--- src/rtl/lead_one_pkg.sv ---
package lead_one_pkg;

    typedef enum logic [1:0] {
        LO_IDLE   = 2'd0,
        LO_SEARCH = 2'd1,
        LO_FOUND  = 2'd2
    } lo_state_e;

    typedef struct packed {
        lo_state_e state;
        logic      empty;
    } lo_ctrl_s;

endpackage

--- src/rtl/lead_one_shreg.sv ---
module lead_one_shreg #(
    parameter int WIDTH = 8
) (
    input  logic             clk,
    input  logic             rst_n,
    input  logic             load_i,
    input  logic             step_i,
    input  logic [WIDTH-1:0] word_i,
    output logic             top_bit_o
);
    logic [WIDTH-1:0] word_d, word_q;

    always_comb begin
        word_d = word_q;
        if (load_i) begin
            word_d = word_i;
        end else if (step_i) begin
            word_d = {word_q[WIDTH-2:0], 1'b0};
        end
    end

    always_ff @(posedge clk or negedge rst_n) begin
        if (!rst_n) begin
            word_q <= '0;
        end else begin
            word_q <= word_d;
        end
    end

    assign top_bit_o = word_q[WIDTH-1];

    // a step never happens in the same cycle as a load
    a_r3_step_not_with_load: assert property (@(posedge clk) disable iff (!rst_n)
        step_i |-> !load_i);
endmodule

--- src/rtl/lead_one_count.sv ---
module lead_one_count #(
    parameter int WIDTH = 8,
    parameter int IW    = 3
) (
    input  logic          clk,
    input  logic          rst_n,
    input  logic          load_i,
    input  logic          step_i,
    output logic [IW-1:0] cnt_o,
    output logic          cnt_zero_o
);
    localparam logic [IW-1:0] TOP_POS = IW'(WIDTH - 1);

    logic [IW-1:0] cnt_d, cnt_q;

    always_comb begin
        cnt_d = cnt_q;
        if (load_i) begin
            cnt_d = TOP_POS;
        end else if (step_i) begin
            cnt_d = cnt_q - 1'b1;
        end
    end

    always_ff @(posedge clk or negedge rst_n) begin
        if (!rst_n) begin
            cnt_q <= '0;
        end else begin
            cnt_q <= cnt_d;
        end
    end

    assign cnt_o      = cnt_q;
    assign cnt_zero_o = (cnt_q == '0);

    // the controller never asks for a step once the counter sits at zero
    a_r6_no_wrap: assert property (@(posedge clk) disable iff (!rst_n)
        step_i |-> cnt_q != '0);

    // a load presets the counter to the top bit position
    a_r2_preset: assert property (@(posedge clk) disable iff (!rst_n)
        load_i |=> cnt_q == TOP_POS);
endmodule

--- src/rtl/lead_one_ctrl.sv ---
module lead_one_ctrl
    import lead_one_pkg::*;
(
    input  logic clk,
    input  logic rst_n,
    input  logic load_i,
    input  logic step_en_i,
    input  logic top_bit_i,
    input  logic cnt_zero_i,
    output logic step_o,
    output logic found_o,
    output logic empty_o
);
    lo_ctrl_s ctl_d, ctl_q;
    logic     step_d;

    always_comb begin
        ctl_d  = ctl_q;
        step_d = 1'b0;
        if (load_i) begin
            ctl_d.state = LO_SEARCH;
            ctl_d.empty = 1'b0;
        end else begin
            case (ctl_q.state)
                LO_SEARCH: begin
                    if (step_en_i) begin
                        if (top_bit_i || cnt_zero_i) begin
                            ctl_d.state = LO_FOUND;
                            ctl_d.empty = !top_bit_i;
                        end else begin
                            step_d = 1'b1;
                        end
                    end
                end
                default: ;
            endcase
        end
    end

    always_ff @(posedge clk or negedge rst_n) begin
        if (!rst_n) begin
            ctl_q <= '{state: LO_IDLE, empty: 1'b0};
        end else begin
            ctl_q <= ctl_d;
        end
    end

    assign step_o  = step_d;
    assign found_o = (ctl_q.state == LO_FOUND);
    assign empty_o = ctl_q.empty;

    // a load clears both flags on the next cycle
    a_r2_load_clears: assert property (@(posedge clk) disable iff (!rst_n)
        load_i |=> !found_o && !empty_o);

    // a disabled cycle keeps a running search running
    a_r3_pause_holds: assert property (@(posedge clk) disable iff (!rst_n)
        (ctl_q.state == LO_SEARCH) && !step_en_i && !load_i |=> ctl_q.state == LO_SEARCH);

    // a finished search stays finished until a load
    a_r7_found_sticky: assert property (@(posedge clk) disable iff (!rst_n)
        found_o && !load_i |=> found_o && $stable(empty_o));
endmodule

--- src/rtl/lead_one_seq.sv ---
module lead_one_seq #(
    parameter int WIDTH = 8,
    localparam int IW   = (WIDTH > 1) ? $clog2(WIDTH) : 1
) (
    input  logic             clk,
    input  logic             rst_n,
    input  logic             load_i,
    input  logic [WIDTH-1:0] word_i,
    input  logic             step_en_i,
    output logic [IW-1:0]    pos_o,
    output logic             found_o,
    output logic             empty_o
);
    logic step;
    logic top_bit;
    logic cnt_zero;

    lead_one_shreg #(.WIDTH(WIDTH)) u_shreg (
        .clk       (clk),
        .rst_n     (rst_n),
        .load_i    (load_i),
        .step_i    (step),
        .word_i    (word_i),
        .top_bit_o (top_bit)
    );

    lead_one_count #(.WIDTH(WIDTH), .IW(IW)) u_count (
        .clk        (clk),
        .rst_n      (rst_n),
        .load_i     (load_i),
        .step_i     (step),
        .cnt_o      (pos_o),
        .cnt_zero_o (cnt_zero)
    );

    lead_one_ctrl u_ctrl (
        .clk        (clk),
        .rst_n      (rst_n),
        .load_i     (load_i),
        .step_en_i  (step_en_i),
        .top_bit_i  (top_bit),
        .cnt_zero_i (cnt_zero),
        .step_o     (step),
        .found_o    (found_o),
        .empty_o    (empty_o)
    );

    // the reported position does not move while the result is held
    a_r7_pos_hold: assert property (@(posedge clk) disable iff (!rst_n)
        found_o && !load_i |=> $stable(pos_o));

    // an empty result always reports position 0
    a_r6_empty_pos: assert property (@(posedge clk) disable iff (!rst_n)
        empty_o |-> found_o && pos_o == '0);

    // a nonzero result has a one at the inspected top bit
    a_r4_top_is_one: assert property (@(posedge clk) disable iff (!rst_n)
        found_o && !empty_o |-> top_bit);
endmodule

--- config.mk ---
export PLATFORM = sky130hd
export DESIGN_NAME = lead_one_seq
export DESIGN_NICKNAME = d
export VERILOG_FILES = /design/src/rtl/lead_one_pkg.sv /design/src/rtl/lead_one_shreg.sv /design/src/rtl/lead_one_count.sv /design/src/rtl/lead_one_ctrl.sv /design/src/rtl/lead_one_seq.sv
export SDC_FILE = /design/constraint.sdc
export NUM_CORES = 1
export LEC_CHECK = 0
export BUFFER_PORTS_ARGS = -buffer_cell sky130_fd_sc_hd__buf_2
export CAP_MARGIN = 10
export CORE_MARGIN = 3
export CORE_UTILIZATION = 49
export CTS_CLUSTER_DIAMETER = 80
export CTS_CLUSTER_SIZE = 12
export DETAILED_ROUTE_END_ITERATION = 7
export PLACE_DENSITY = 0.83
export SLEW_MARGIN = 25
export SYNTH_ARGS = -nofsm -noshare
export SYNTH_HDL_FRONTEND = slang
export SYNTH_HIERARCHICAL = 1
export SYNTH_SLANG_ARGS = --single-unit
--- constraint.sdc ---
create_clock -name clk -period 2.45 [get_ports clk]
set_input_delay 0.245 -clock clk [delete_from_list [all_inputs] [get_ports clk]]
set_output_delay 0.245 -clock clk [all_outputs]
set_load 0.1 [all_outputs]
==> results.ini <==
[setup_path]
critPathLaunchType=flip-flop
critical_path.cell_chain=inv_1 > ha_1 > ha_1 > or2_1 > nor3b_2 > buf_4 > mux2i_1 > o21ai_1
reg2reg_from=u_count/cnt_o[0]
r2r_cells=8
cpMostUsedCell=ha_1
worst-path-max-fanout=13
required_ns=2.60
r2r_setup_slack_ns=0.58
crit_end=u_shreg/word_q[3]
startpoint=u_count/cnt_o[0]
crit_cells=8
endpoint_kind=flip-flop
crit_arrival_ns=2.02
worst-setup-path-type=flip-flop to flip-flop
cp_num_buf_inv=2
slowest_stage=dfrtp_2
critPathTopFamily=simple AND/OR/NAND/NOR gates
slowest_delay_ns=0.38
r2r-end=u_shreg/word_q[3]

[detailed_routing]
drt-initial-drc-count=5
viasPerCell=5.24
ant_nets=0
routedWlPerCell_um=13.1
firstDrtPassIters=4
drt-total-wl_mm=1.27
drcViolationCount=0
vias=508

[clock_network]
insertion_delay_ns=0.27
cts_num_sinks=14
root_buffer=clkbuf_4
cts_hold_buf=1
cts_resized=0
numCtsBuffers=3
h-tree-depth=1
clockBufferDepth=2
cts_tree=built
cts_setup_buffers=0
clk_pin_slew_ns=0.08

[timing]
relSlewSlack_pct=67.5
hold_viol=0
fin_crit_sh_pct=76.3
max_freq_mhz=535
finalSetupTns_ns=0
rsz0062_at_grt=no
fin_crit_ns=1.87
finalSetupViolCount=0
slew_viol_final=0
worst_pin_slew_ns=0.491
setup_ws_ns=0.580
holdWs_ns=0.182
finClkSkew_ns=0.00124

[global_routing]
grt_pass1_vias=472
grt_max_degree=24
antenna_found_initial=0
globalRouteTotalUtil_pct=14.8
grt_overflow_total=0
grt_pass1_wl_mm=2.08

[floorplan]
rows=12
core_area_mm2=0.00120
fp.dieArea_mm2=0.00187
start_util_pct=56.6
die_w_um=43.2
pin_count=17
die_h_um=43.2

[placed_design]
dp_cells=92
pre_cts_ws_ns=0.581
dpl.hpwl_um=948
io_buffers=16
gp_congestion=0.715

[cells_and_area]
stdcell_count=97
area_growth_pct=19.3
regArea_um2=353
fin_util_pct=67.5
fill_cells=100
multi_input_area_um2=295
antenna_cells=0
drive_gt1_share_pct=30.1
nNetsFinal=98

[yosys]
ys_top_cells_by_area=dfrtp_1, mux2i_1, nand2_1, o21ai_1, ha_1
ys_ff_latch=14
syn_area_per_cell_um2=10.8
synth_xor_area_share_pct=1.29
synth_fa_ha_area_share_pct=3.68
ys_types=20
synthCells=63
synth_top_family_by_area=simple AND/OR/NAND/NOR gates
synth-compound-area-share_pct=12.0
synth_top_cell_by_area=dfrtp_1
synth_warnings=6
synthSimpleGateAreaFrac_pct=16.2
synth.area.mux_share_pct=10.3
synth.top_cell.area_share_pct=51.6
seq_area_frac_synth_pct=51.6
synth_nets=77
syn_area_um2=679

[status]
status=complete, no violations

[power_and_ir_drop]
powerDensity_mw_per_mm2=625
peakVddDrop_uv=370
leakagePower_uw=0.000389

[job]
max_cap_violations=0

[worst_hold_path]
min_path_type=primary input to flip-flop

[synth_stat cells, drive strengths merged]
cell and count:
nand2b 2, ha 2, a21oi 1, or2 3, buf 2, a21o 3
a31oi 1, xnor2 1, nand3b 1, dfrtp 14, nand2 10, a211oi 1
nor3b 1, and3b 1, and2b 1, o21ai 8, nor2 1, inv 3
mux2i 7
[sequential cells by signal (all words and copies together) (netlist names)]
| signal | flops |
|---|---|
| u_count/cnt_o | 3 |
| u_shreg/word_q | 8 |
| u_ctrl/empty_o | 1 |
| u_ctrl/ctl_q | 2 |
[cell type report]
class	count	share of cell area (%)
clock buffer	4	4.48
tap	14	2.16
inverter	3	1.39
multi-input combinational	44	36.4
timing repair buffer	18	12.0
sequential	14	43.5
[worst reg2reg max path, cell delays in order, from the launching register on]
cell	delay [ns]
dfrtp_2	0.38
inv_1	0.05
ha_1	0.19
ha_1	0.19
or2_1	0.25
nor3b_2	0.16
buf_4	0.23
mux2i_1	0.24
o21ai_1	0.08
[routing by layer]
metal	vias up	global-route usage [%]	part of all wire, %	wire [um]
met5	-	0	0	0
met4	0	3.61	0	0
met3	0	5.08	4.5	57
met2	12	24.8	50	642
met1	243	18.1	45	571
li1	253	-	-	-
[power breakdown]
| part | internal, uW | leakage [uW] | switching [uW] | total [uW] |
|---|---|---|---|---|
| logic | 32.8 | 0.000207 | 50.5 | 83.3 |
| clock network | 90.2 | 0.0000210 | 71.9 | 162 |
| registers | 249 | 0.000161 | 12.3 | 262 |
[logic make-up (layout without fill, tap and decap cells)]
logic type / Yosys count / in the layout
multiplexers: 7 / 7
AO/OA/AOI/OAI: 14 / 14
flip-flops: 14 / 14
buffers and inverters: 5 / 25
XOR/XNOR: 1 / 1
adder cells (fa/ha/maj): 2 / 2
AND/OR/NAND/NOR: 20 / 20
[cells in the final DEF, fill, tap and decap left out]
cell type and instances:
nor2_1 1, dfrtp_2 2, clkbuf_4 3, a211oi_1 1, mux2i_1 7, buf_2 16
inv_1 3, o21ai_1 7, dfrtp_1 12, a21o_1 3, clkbuf_8 1, buf_4 1
o21ai_0 1, xnor2_1 1, or2_1 3, and3b_1 1, a31oi_1 1, a21oi_1 1
ha_1 2, nand3b_1 1, and2b_2 1, nand2_1 10, nor3b_2 1, nand2b_1 2
dlygate4sd3_1 1
[per-stage QoR]
step / area (um^2) / total power, uW
finish: 811 / 507
global route: 811 / 540
CTS: 811 / 513
detailed placement: 764 / 348
global placement: 764 / 343
floorplan: 682 / 321
[worst min path at each step]
| stage | from | endpoint | slack, ns | cells after the start |
|---|---|---|---|---|
| CTS | word_i[6] | u_shreg/word_q[6] | 0.18 | 3 |
| detailed placement | rst_n | u_count/cnt_o[2] | 0.15 | 1 |
| finish | word_i[6] | u_shreg/word_q[6] | 0.18 | 3 |
| floorplan | rst_n | u_count/cnt_o[0] | -0.05 | 0 |
| global placement | rst_n | u_count/cnt_o[2] | 0.15 | 1 |
| global route | word_i[5] | u_shreg/word_q[5] | 0.18 | 3 |
(Power assumes the default switching activity.)
